`src/rtl/lsh_pkg.sv`:
```
package lsh_pkg;

   typedef enum logic [1:0] {
      SK_LOGIC  = 2'b00,
      SK_ARITH  = 2'b01,
      SK_ROTATE = 2'b10,
      SK_RSVD   = 2'b11
   } shift_kind_e;

   // Fill selection shared by every stage of the chain
   typedef struct packed {
      logic wrap;   // re-insert bits leaving the opposite end
      logic sign;   // replicate MSB on right shifts
   } fill_sel_t;

endpackage

```
`src/rtl/lsh_ctl.sv`:
```
module lsh_ctl
   import lsh_pkg::*;
(
   input  logic [1:0] kind_code,
   output fill_sel_t  sel
);
   always_comb begin
      sel = '0;
      case (shift_kind_e'(kind_code))
         SK_ARITH:  sel.sign = 1'b1;
         SK_ROTATE: sel.wrap = 1'b1;
         default:   sel = '0;   // logical and reserved code
      endcase
   end
endmodule

```
`src/rtl/lsh_stage.sv`:
```
module lsh_stage #(
   parameter int WIDTH = 8,
   parameter int STEP  = 1
) (
   input  logic [WIDTH-1:0] d_in,
   input  logic             en,
   input  logic             left,
   input  logic             wrap,
   input  logic             sign,
   output logic [WIDTH-1:0] d_out
);
   logic [WIDTH-1:0] to_right;
   logic [WIDTH-1:0] to_left;
   logic             hi_fill;

   if (STEP < 1 || STEP >= WIDTH) begin : g_bad_step
      $error("lsh_stage: STEP must lie in 1..WIDTH-1");
   end

   assign hi_fill = sign & d_in[WIDTH-1];

   for (genvar i = 0; i < WIDTH; i++) begin : g_bit
      if (i + STEP < WIDTH) begin : g_r_body
         assign to_right[i] = d_in[i+STEP];
      end else begin : g_r_edge
         assign to_right[i] = wrap ? d_in[i+STEP-WIDTH] : hi_fill;
      end
      if (i >= STEP) begin : g_l_body
         assign to_left[i] = d_in[i-STEP];
      end else begin : g_l_edge
         assign to_left[i] = wrap & d_in[i+WIDTH-STEP];
      end
   end

   always_comb begin
      if (!en)       d_out = d_in;
      else if (left) d_out = to_left;
      else           d_out = to_right;
   end
endmodule

```
`src/rtl/lsh_unit.sv`:
```
module lsh_unit
   import lsh_pkg::*;
#(
   parameter int WIDTH   = 8,
   parameter int AMT_W   = $clog2(WIDTH),
   parameter bit OUT_REG = 1'b0
) (
   input  logic             clk,
   input  logic             rst_n,
   input  logic [WIDTH-1:0] din,
   input  logic [AMT_W-1:0] amt,
   input  logic             dir_left,
   input  logic [1:0]       kind,
   output logic [WIDTH-1:0] dout
);
   localparam int STAGES = $clog2(WIDTH);

   if (WIDTH < 2 || (WIDTH & (WIDTH - 1)) != 0) begin : g_bad_width
      $error("lsh_unit: WIDTH must be a power of two, at least 2");
   end
   if (AMT_W != STAGES) begin : g_bad_amt
      $error("lsh_unit: AMT_W must equal log2(WIDTH)");
   end

   fill_sel_t        sel;
   logic [WIDTH-1:0] chain [0:STAGES];
   logic [WIDTH-1:0] shifted;

   lsh_ctl u_ctl (
      .kind_code (kind),
      .sel       (sel)
   );

   assign chain[0] = din;

   // Stage k moves by 2^k under amount bit k alone
   for (genvar k = 0; k < STAGES; k++) begin : g_stage
      lsh_stage #(
         .WIDTH (WIDTH),
         .STEP  (1 << k)
      ) u_stage (
         .d_in  (chain[k]),
         .en    (amt[k]),
         .left  (dir_left),
         .wrap  (sel.wrap),
         .sign  (sel.sign),
         .d_out (chain[k+1])
      );
   end

   assign shifted = chain[STAGES];

   if (OUT_REG) begin : g_reg
      always_ff @(posedge clk or negedge rst_n) begin
         if (!rst_n) dout <= '0;
         else        dout <= shifted;
      end

      // registered output carries the previous cycle's result
      a_r9_reg_latency: assert property (@(posedge clk) disable iff (!rst_n)
         rst_n |=> dout == $past(shifted));
   end else begin : g_comb
      assign dout = shifted;
   end

   // zero distance is an identity
   a_r6_zero_identity: assert property (@(posedge clk) disable iff (!rst_n)
      (amt == '0) |-> (shifted == din));

   // circular shifts keep every bit
   a_r4_rot_keeps_ones: assert property (@(posedge clk) disable iff (!rst_n)
      (kind == 2'b10) |-> ($countones(shifted) == $countones(din)));

   // arithmetic right keeps the sign bit
   a_r3_sign_kept: assert property (@(posedge clk) disable iff (!rst_n)
      (kind == 2'b01 && !dir_left) |-> (shifted[WIDTH-1] == din[WIDTH-1]));

   // non-zero logical right clears the MSB
   a_r1_msb_cleared: assert property (@(posedge clk) disable iff (!rst_n)
      (kind[0] == kind[1] && !dir_left && amt != '0) |-> !shifted[WIDTH-1]);

   // non-zero non-circular left clears the LSB
   a_r2_lsb_cleared: assert property (@(posedge clk) disable iff (!rst_n)
      (kind != 2'b10 && dir_left && amt != '0) |-> !shifted[0]);
endmodule

```
`config.mk`:
```
export PLATFORM = sky130hd
export DESIGN_NAME = lsh_unit
export DESIGN_NICKNAME = d
export VERILOG_FILES = /design/src/rtl/lsh_pkg.sv /design/src/rtl/lsh_ctl.sv /design/src/rtl/lsh_stage.sv /design/src/rtl/lsh_unit.sv
export SDC_FILE = /design/constraint.sdc
export NUM_CORES = 1
export LEC_CHECK = 0
export BUFFER_PORTS_ARGS = -buffer_cell sky130_fd_sc_hd__buf_2
export CORE_AREA = 2 2 39 41
export DETAILED_ROUTE_END_ITERATION = 10
export DIE_AREA = 0 0 41 43
export GPL_TIMING_DRIVEN = 0
export MAX_ROUTING_LAYER = met4
export PLACE_DENSITY = 0.9
export SLEW_MARGIN = 20
export SYNTH_ARGS = -nofsm -noshare
export SYNTH_HDL_FRONTEND = slang
export SYNTH_SLANG_ARGS = --single-unit
export TNS_END_PERCENT = 30
```
`constraint.sdc`:
```
create_clock -name vclk -period 2.5
set_input_delay 0.5 -clock vclk [all_inputs]
set_output_delay 0.5 -clock vclk [all_outputs]
set_load 0.01 [all_outputs]
```
Word level (Yosys, flattened, before mapping)

Cells that the tools add are included.

Register bits: 0
Word-level logic and storage cells: 27

Multiplexer cells: 15
Eq/ne operators: 2
Bitwise gates (word level): 10

Operators with widths:

| cell               | count |
|---|---|
| $mux 8             | 6 |
| $and 1x1->1        | 10 |
| $mux 1             | 9 |
| $eq 2x1->1 const B | 1 |
| $eq 2x2->1 const B | 1 |

Logic depth before layout (Yosys ltp)

Gate-level depths: netlist (run 1).

Depth after elaboration: 14
Mapped depth: 7

Cells and area by module

A second synthesis (run 1) with hierarchy kept.

Cell total of the unflattened synthesis: 89
Area total of the unflattened synthesis: 604.3 um2

Modules (own cells, without submodules):

| module                          | area an instance (um2) | cells each | times used |
|---|---|---|---|
| lsh_stage at g_stage[1].u_stage | 200.2                  | 33         | 1 |
| lsh_stage at g_stage[2].u_stage | 195.2                  | 24         | 1 |
| lsh_stage at g_stage[0].u_stage | 193.9                  | 30         | 1 |
| lsh_ctl                         | 15.0                   | 2          | 1 |

Worst setup path after synthesis (run 1)

OpenSTA, ideal clock, no wires.

Kind: in2out
Start point: input port dir_left
End point: output port dout[3]
Cell stages on the path: 7
Buffers on the path: 2
Arrival: 1582 ps
Slack: 418 ps
Path through: buf_6 > buf_12 > nor3b_4 > o21ai_2 > o211ai_2 > nand2_2 > o32ai_1

Word-level cells in the longest chain between the ends: 9

RTL lines:

| element         | RTL line        | source |
|---|---|---|
| start, declared | lsh_unit.sv:12  | `input logic dir_left,` |
| $mux 8          | lsh_stage.sv:37 | `else if (left) d_out = to_left;` |
| $mux 8          | lsh_stage.sv:36 | `if (!en) d_out = d_in;` |
| $and 1x1->1     | lsh_stage.sv:20 | `assign hi_fill = sign & d_in[WIDTH-1];` |
| $mux 1          | lsh_stage.sv:26 | `assign to_right[i] = wrap ? d_in[i+STEP-WIDTH] : hi_fill;` |
| $mux 8          | lsh_stage.sv:37 |  |
| $mux 8          | lsh_stage.sv:36 |  |
| $and 1x1->1     | lsh_stage.sv:31 | `assign to_left[i] = wrap & d_in[i+WIDTH-STEP];` |
| $mux 8          | lsh_stage.sv:37 |  |
| $mux 8 *        | lsh_stage.sv:36 |  |
| end, declared   | lsh_unit.sv:14  | `output logic [WIDTH-1:0] dout` |

Mark *: on every way between the ends. The rest lies on a longest branch, timed or not.

Final worst setup path (run 1)

Same ends and word-level chain as after synthesis.

==> summary.md, run 1 <==
| Metric | Value |
|---|---|
| Crit-path most repeated cell | `sky130_fd_sc_hd__buf_6` |
| Floorplan row count | `14` |
| Area of the die | `roughly 1800 µm²` |
| Proportion of layout cells with a drive suffix above 1 | `31.6%` |
| Cells after DPL | `130` |
| Filler-free cell count of the finished design | `130` |
| CTS Hold Bufs | `0` |
| Final sequential cell count | `0` |
| Die extent in y | `about 43 µm` |
| Width of the chip | `about 41 µm` |
| Fraction of the cycle the final worst path needs | `89.1%` |
| Via count normalized by instance count | `6.58` |
| Leak Pwr | `0.360 nW` |
| Instance count of the mapped netlist | `95` |
| Maximum fanout along the worst path | `10` |
| Layout area overhead | `16.6%` |
| Cell-by-cell listing of the critical path | `buf_6 -> buf_12 -> buf_6 -> mux4_2 -> a21oi_1 -> o32ai_1 -> buf_2` |
| GRT Total Usage | `27.3%` |
| Post-route DRC violation count | `0` |
| Setup Crit Path Kind | `in -> out` |
| Core area | `1380 µm²` |
| Post-route worst hold slack | `1.35 ns` |
| Starting utilization of the core area | `50.2%` |
| Largest net degree at the start of global routing | `11` |
| Violation count after the first detailed-route iteration | `36` |
| CTS-repair resized insts | `0` |
| Synthesis Warnings | `0` |
| Leftover overflow at the end of global routing | `0` |
| Wire length of the first global-routing pass | `roughly 3.4 mm` |
| Avg Inst Size Synth | `7.31 µm²` |
| Result of the run | `complete, no violations` |
| Commonest cells after routing, fill and taps aside | `19 x sky130_fd_sc_hd__buf_2, 15 x sky130_fd_sc_hd__a21oi_1, 9 x sky130_fd_sc_hd__nand2_1, 9 x sky130_fd_sc_hd__mux2i_1, 8 x sky130_fd_sc_hd__nor2_1` |
| I/O Buffers | `19` |
| Worst min path class | `in -> out` |
| Count of final setup violators | `0` |
| Combined area of all synthesized cells | `694 µm²` |
| Final cell utilization of the core | `58.5%` |
| Area post-placement | `810 µm²` |
| Tightest Pin Transition | `0.317 ns` |
| Element type at the critical path end | `primary output` |
| Diodes inserted | `0` |
| Category of the worst setup path launch point | `input port` |
| Syn_nets | `111` |
| # Post-CTS Setup Buffers | `0` |
| Maximum ir drop on the vdd rail | `0.0857 mV` |
| Setup repair after global routing missed its margin | `no` |
| Final sum of negative setup slack | `0 ns` |
| Routed vias | `855` |
| Leading cell type in the layout, fill and taps excluded | `sky130_fd_sc_hd__buf_2` |
| Ports placed on the boundary | `24` |
| Worst stage delay on the critical path | `0.30 ns` |
| Sequential cell area fraction in the yosys report | `0%` |
| Routed wire length | `around 2 mm` |
| Fin crit period | `around 2.2 ns` |
| Register area | `0 µm²` |
| Slew Viols, Final | `0` |
| Detailed-routing iteration count for the pre-antenna-repair pass | `4` |
| Final HPWL DP | `1.60 mm` |
| Routed wire length per instance | `15.7 µm` |
| Clock buffer count | `0` |
| Number of distinct library cells after synthesis | `36` |
| Achievable frequency | `about 0.45 GHz` |
| Initial antenna violation count | `0` |
| Slowest cell on crit path | `sky130_fd_sc_hd__mux4_2` |
| Max-cap viol count | `0` |
| Vias in the first global route | `around 800` |
| Max-slew headroom | `roughly four fifths` |
| Net total in the final layout | `between 100 and 150` |
| Number of hold violations in the final report | `0` |
| Critical path data required time | `2.00 ns` |
| Antenna-violating nets left | `0` |
| Routability cong. | `between 0.9 and 1` |
| Power density relative to cell area | `between 200 and 250 nW/µm²` |
| Worst EP arrival | `around 1.7 ns` |
| Layout Cell Area excl Fill | `810 µm²` |
==> final cells by class <==
cell class                      count  area (µm²)
Buffer                              8        97.6
Fill cell                         124         574
Inverter                            5        18.8
Multi-Input combinational cell     82         578
Tap cell                           16        20.0
Timing Repair Buffer               19        95.1
==> worst paths after layout <==
check                 cells after the start      from  slack, ns       to
worst max-delay path                      7  dir_left       0.27  dout[3]
worst min-delay path                      3    amt[2]       1.35  dout[3]
==> worst max-delay path, delay by kind of cell <==
family	cells	cell delay, ns
muxes	1	0.30
AOI/OAI and AO/OA	2	0.38
buffers and inverters	4	0.55
==> power by group <==
group          switching [mW]  internal [mW]  leakage (nW)
Combinational          0.0936         0.0759         0.360
Sequential                  0              0             0
Clock                       0              0             0
==> cell families (layout without fill, tap and decap cells) <==
group / after synthesis / count (layout) / synth area share, %
multiplexers: 12 / 12 / 21.1
AO/OA/AOI/OAI: 42 / 42 / 41.1
buffers and inverters: 13 / 32 / 16.8
AND/OR/NAND/NOR: 28 / 28 / 21.1
==> routing by layer <==
layer | vias up | track usage [%] | wire [µm]
met5 | - | - | 0
met1 | 409 | 35.1 | 826
met2 | 35 | 45.0 | 1030
li1 | 405 | - | -
met4 | 0 | 6.00 | 53
met3 | 6 | 1.57 | 138
==> synthesized netlist by cell type (all sizes together) (3+ instances only) <==
master | n | share of area, %
a21oi | 16 | 12
inv | 5 | 2.7
a211oi | 4 | 5.0
nand2b | 4 | 3.6
o21a | 3 | 3.2
o21ai | 4 | 3.4
mux2i | 9 | 13
o22ai | 4 | 3.6
buf | 6 | 11
nor2 | 8 | 4.3
nand2 | 10 | 5.8
==> through the flow <==
step | total power [mW] | setup WS (ns)
after CTS | 0.167 | 0.296
after floorplan | 0.115 | 0.418
after global routing | 0.184 | 0.129
after global placement | 0.162 | 0.318
final | 0.169 | 0.272
after detailed placement | 0.166 | 0.302
Power figures use the tool's default switching activity.
==> run 2, diff against run 1 <==
CORE_AREA = default   (was 2 2 39 41)
CORE_UTILIZATION = 45   (was default)
DIE_AREA = default   (was 0 0 41 43)
PLACE_DENSITY = 0.8   (was 0.9)
RECOVER_POWER = 100   (was default)
==> run 2 against run 1 <==
  * Hold slack worse by 0.0085 ns
  * Final cell count down 0.77%
  * Design area is 1.4% lower
  * Critical endpoint is now dout[5]
  * Worst setup slack better by 0.024 ns
==> summary.md, run 2 (synthesis gave the netlist of run 1 again) <==
| Metric | Value |
|---|---|
| Floorplan row count | `13 (-1)` |
| Power density relative to cell area | `204 nW/µm² (-2.3%)` |
| CTS Hold Bufs | `0 (unchanged)` |
| Result of the run | `complete, no violations` |
| Routed wire length per instance | `14.8 µm (-6.1%)` |
| Routed vias | `833 (-2.6%)` |
| I/O Buffers | `19 (unchanged)` |
| # Post-CTS Setup Buffers | `0 (unchanged)` |
| GRT Total Usage | `26.2% (-1.1 points)` |
| Diodes inserted | `0 (unchanged)` |
| Critical path data required time | `2.00 ns (about the same)` |
| Setup repair after global routing missed its margin | `no` |
| Antenna-violating nets left | `0 (unchanged)` |
| Leading cell type in the layout, fill and taps excluded | `sky130_fd_sc_hd__a21oi_1` |
| Crit-path most repeated cell | `sky130_fd_sc_hd__a21oi_1` |
| Category of the worst setup path launch point | `input port` |
| Element type at the critical path end | `primary output` |
| Layout area overhead | `15.0%` |
| Count of final setup violators | `0 (unchanged)` |
| Setup Crit Path Kind | `in -> out` |
| Worst EP arrival | `1.70 ns (-0.03 ns)` |
| Via count normalized by instance count | `6.46 (-1.8%)` |
| Launch point of the worst hold path | `amt[2]` |
| Vias in the first global route | `639 (-19%)` |
| Die extent in y | `41.3 µm (-4.0%)` |
| Fin crit period | `2.20 ns (-0.0243 ns)` |
| Fillcell total | `145 (+17%)` |
| Clock buffer count | `0 (unchanged)` |
| Commonest cells after routing, fill and taps aside | `15 x sky130_fd_sc_hd__a21oi_1, 11 x sky130_fd_sc_hd__buf_2, 9 x sky130_fd_sc_hd__nand2_1, 9 x sky130_fd_sc_hd__mux2i_1` |
| Setup ws final | `0.296 ns (+0.0243 ns)` |
| Wire length of the first global-routing pass | `2.95 mm (-14%)` |
| Max-slew headroom | `77.4% (-1.5 points)` |
| Maximum fanout along the worst path | `5 (-5)` |
| Violation count after the first detailed-route iteration | `18 (-50%)` |
| Hold Crit Endpoint | `dout[3]` |
| Routability cong. | `0.949 (+2.2%)` |
| Proportion of layout cells with a drive suffix above 1 | `24.6% (-7.0 points)` |
| Core area | `1370 µm² (-1.3%)` |
| Initial antenna violation count | `0 (unchanged)` |
| Cell-by-cell listing of the critical path | `buf_2 -> and2b_1 -> a31oi_1 -> a221oi_1 -> a21oi_1 -> a21oi_1 -> clkbuf_1` |
| Net total in the final layout | `132 (unchanged)` |
| Fraction of the cycle the final worst path needs | `88.1% (-0.97 points)` |
| Maximum ir drop on the vdd rail | `0.0740 mV (-14%)` |
| Worst slack at placement | `0.311 ns (+0.00808 ns)` |
| Worst Hold Depth | `3 (unchanged)` |
| Post-route DRC violation count | `0 (unchanged)` |
| Slowest cell on crit path | `sky130_fd_sc_hd__a221oi_1` |
| CTS-repair resized insts | `0 (unchanged)` |
| Leak Pwr | `0.335 nW (-7.0%)` |
| Final HPWL DP | `1.50 mm (-6.0%)` |
| Final sequential cell count | `0 (unchanged)` |
| Slew Viols, Final | `0 (unchanged)` |
| Worst min path class | `in -> out` |
| Largest net degree at the start of global routing | `11 (unchanged)` |
| Area of the die | `1700 µm² (-3.3%)` |
| Area of combinational cells with multiple inputs | `578 µm² (unchanged)` |
| Routed wire length | `1.90 mm (-6.8%)` |
| Number of hold violations in the final report | `0 (unchanged)` |
| Worst stage delay on the critical path | `0.29 ns (about the same)` |
| Achievable frequency | `0.454 GHz (+1.1%)` |
| Tightest Pin Transition | `0.337 ns (+0.0206 ns)` |
| Max-cap viol count | `0 (unchanged)` |
| Leftover overflow at the end of global routing | `0 (unchanged)` |
| Detailed-routing iteration count for the pre-antenna-repair pass | `4 (unchanged)` |
| Starting utilization of the core area | `50.8% (+0.64 points)` |
| Final sum of negative setup slack | `0 ns (unchanged)` |
| Ports placed on the boundary | `24 (unchanged)` |
| Width of the chip | `41.3 µm (+0.68%)` |
| Register area | `0 µm² (unchanged)` |
## run 2: worst max path at each step
stage               startpoint      end  slack (ns)  cells after the start
finish                 kind[0]  dout[5]        0.30                      7
global route           kind[1]  dout[5]        0.15                      7
CTS                    kind[1]  dout[1]        0.31                      7
detailed placement     kind[1]  dout[1]        0.31                      7
global placement      dir_left  dout[3]        0.32                      7
floorplan             dir_left  dout[3]        0.42                      7
## run 2: per-layer routing
| layer | global-route usage, % | share of wire [%] | up-vias |
|---|---|---|---|
| met5 | - | 0 | - |
| met4 | 3.23 | 1.1 | 0 |
| met3 | 0.543 | 6.7 | 2 |
| met2 | 38.7 | 47 | 34 |
| met1 | 40.3 | 45 | 385 |
| li1 | - | - | 412 |
## run 2: report_power, final
part | internal, mW | switching [mW] | leakage [nW]
Sequential | 0 | 0 | 0
Combinational | 0.0718 | 0.0914 | 0.335
Clock | 0 | 0 | 0
## run 2: area by class of cell
class	instances	area share, %
inverter	5	2.35
tap	15	2.35
timing repair buffer	19	10.7
buffer	8	12.2
multi-input combinational	82	72.4
## run 2: worst max-delay path: cells and delay by family
| kind | cells | cell delay [ns] |
|---|---|---|
| compound gates | 4 | 0.68 |
| simple gates | 1 | 0.25 |
| buf+inv | 2 | 0.28 |
## run 2: through the flow
step           hold WS, ns  power (mW)  instance area (µm²)  utilization [%]  instances
5_1_grt               1.38       0.180                  798             58.4        129
3_5_place_dp          1.35       0.165                  808             59.2        129
6_report              1.35       0.163                  798             58.4        129
4_1_cts               1.35       0.166                  808             59.2        129
2_1_floorplan         1.08       0.115                  694                -         95
3_3_place_gp          1.35       0.163                  808             59.2        129
==> run 3, diff against run 2 <==
CORE_MARGIN = 2   (was default)
GPL_TIMING_DRIVEN = default   (was 0)
==> run 3 against run 2 <==
  * Non-clock buffer count is 1 lower
  * Wire length is 4.9% lower
  * Die area is 9.9% higher
  * Clock-buffer cell count stayed put
  * Largest power group unchanged
==> summary.md, run 3 (synthesis gave the netlist of run 1 again) <==
| Metric | Value |
|---|---|
| Width of the chip | `43.3 µm (+4.8%)` |
| Worst EP arrival | `1.88 ns (+0.18 ns)` |
| Floorplan row count | `14 (+1)` |
| Final sequential cell count | `0 (unchanged)` |
| Core area | `1470 µm² (+7.7%)` |
| CTS-repair resized insts | `0 (unchanged)` |
| Area of the die | `1870 µm² (+9.9%)` |
| Cells after DPL | `129 (unchanged)` |
| Filler-free cell count of the finished design | `129 (unchanged)` |
| Setup ws final | `0.122 ns (-0.174 ns)` |
| Maximum fanout along the worst path | `14 (+9)` |
| Setup repair after global routing missed its margin | `no` |
| Clock buffer count | `0 (unchanged)` |
| Final sum of negative setup slack | `0 ns (unchanged)` |
| Setup Crit Path Kind | `in -> out` |
| Max-cap viol count | `0 (unchanged)` |
| Result of the run | `complete, no violations` |
| Sw Share | `58.2% (+2.2 points)` |
| Count of final setup violators | `0 (unchanged)` |
| PnR Total Power | `0.154 mW (-5.5%)` |
| Fraction of the cycle the final worst path needs | `95.1% (+7.0 points)` |
| Wire length of the first global-routing pass | `2.90 mm (-1.6%)` |
| Tightest Pin Transition | `0.323 ns (-0.0146 ns)` |
| CTS Hold Bufs | `0 (unchanged)` |
| Largest net degree at the start of global routing | `15 (+4)` |
| Leftover overflow at the end of global routing | `0 (unchanged)` |
| Post-route worst hold slack | `1.35 ns (+0.00504 ns)` |
| Power density relative to cell area | `206 nW/µm² (+0.61%)` |
| Worst slack at placement | `0.135 ns (-0.176 ns)` |
| Maximum ir drop on the vdd rail | `0.0926 mV (+25%)` |
| Slew Viols, Final | `0 (unchanged)` |
| Layout Cell Area excl Fill | `749 µm² (-6.1%)` |
| Vias in the first global route | `700 (+9.5%)` |
| Register area | `0 µm² (unchanged)` |
| Achievable frequency | `0.421 GHz (-7.3%)` |
| Critical path data required time | `2.00 ns (about the same)` |
| I/O Buffers | `22 (+3)` |
| Leak Pwr | `0.321 nW (-4.1%)` |
| Number of hold violations in the final report | `0 (unchanged)` |
| Final HPWL DP | `1.40 mm (-6.7%)` |
| Die extent in y | `43.3 µm (+4.8%)` |
| Diodes inserted | `0 (unchanged)` |
| Detailed-routing iteration count for the pre-antenna-repair pass | `4 (unchanged)` |
| Leading cell type in the layout, fill and taps excluded | `sky130_fd_sc_hd__buf_2` |
| Area post-placement | `757 µm² (-6.3%)` |
| Power share of the clock group | `0% (unchanged)` |
| Final cell utilization of the core | `50.9% (-7.5 points)` |
| Element type at the critical path end | `primary output` |
| GRT Total Usage | `19.7% (-6.5 points)` |
| Internal power consumption | `0.0644 mW (-10%)` |
| Violation count after the first detailed-route iteration | `12 (-6)` |
| Max-slew headroom | `78.4% (+0.98 points)` |
| Routed vias | `801 (-3.8%)` |
| Routability cong. | `0.894 (-5.8%)` |
| Routed wire length per instance | `14.0 µm (-4.9%)` |
| # Post-CTS Setup Buffers | `0 (unchanged)` |
| Net total in the final layout | `131 (-0.76%)` |
| Fin crit period | `2.38 ns (+0.174 ns)` |
| Net switching power | `0.0897 mW (-1.8%)` |
| Comb pwr share | `100.0% (about the same)` |
| Part of the total power dissipated in sequential elements | `0% (unchanged)` |
| Commonest cells after routing, fill and taps aside | `16 x sky130_fd_sc_hd__buf_2, 15 x sky130_fd_sc_hd__a21oi_1, 9 x sky130_fd_sc_hd__nand2_1, 9 x sky130_fd_sc_hd__mux2i_1, 8 x sky130_fd_sc_hd__nor2_1` |
| Starting utilization of the core area | `47.2% (-3.6 points)` |
| Worst min path class | `in -> out` |
| Initial antenna violation count | `0 (unchanged)` |
| Post-route DRC violation count | `0 (unchanged)` |
| Proportion of layout cells with a drive suffix above 1 | `25.7% (+1.1 points)` |
| Ports placed on the boundary | `24 (unchanged)` |
| Category of the worst setup path launch point | `input port` |
| Antenna-violating nets left | `0 (unchanged)` |
| Routed wire length | `1.81 mm (-4.9%)` |
| Layout area overhead | `7.93%` |
| Via count normalized by instance count | `6.21 (-3.8%)` |
## run 3: cell count changes in the layout (fill, tap and decap cells not counted), sizes merged
cell	previous run	this run
buf	17	20
clkbuf	10	6
## run 3: cell type report
cell class,instances,area [µm²]
Fill cell,158,722
Inverter,5,18.8
Multi-Input combinational cell,82,578
Tap cell,16,20.0
Timing Repair Buffer,26,133
## run 3: power groups by stage
stage / Combinational [mW] / Sequential, mW / Clock, mW
after floorplan: 0.115 / 0 / 0
after global placement: 0.151 / 0 / 0
after detailed placement: 0.155 / 0 / 0
after CTS: 0.156 / 0 / 0
after global routing: 0.169 / 0 / 0
final: 0.154 / 0 / 0
## run 3: worst max-delay path: stages
cell and delay [ns]:
sky130_fd_sc_hd__buf_2 0.29, sky130_fd_sc_hd__mux4_2 0.54, sky130_fd_sc_hd__a21oi_1 0.29, sky130_fd_sc_hd__o22ai_1 0.11, sky130_fd_sc_hd__clkbuf_1 0.15
## run 3: final timing paths
path,to,slack [ns],cells after the start,startpoint
worst max-delay path,dout[0],0.12,5,dir_left
worst min-delay path,dout[3],1.35,3,amt[2]
## run 3: per-layer routing
metal | GRT usage (%) | wire length [µm] | vias up
met4 | 1.21 | 0 | 0
met5 | - | 0 | -
met1 | 24.7 | 812 | 392
met3 | 0.426 | 25 | 0
met2 | 36.4 | 973 | 5
li1 | - | - | 404
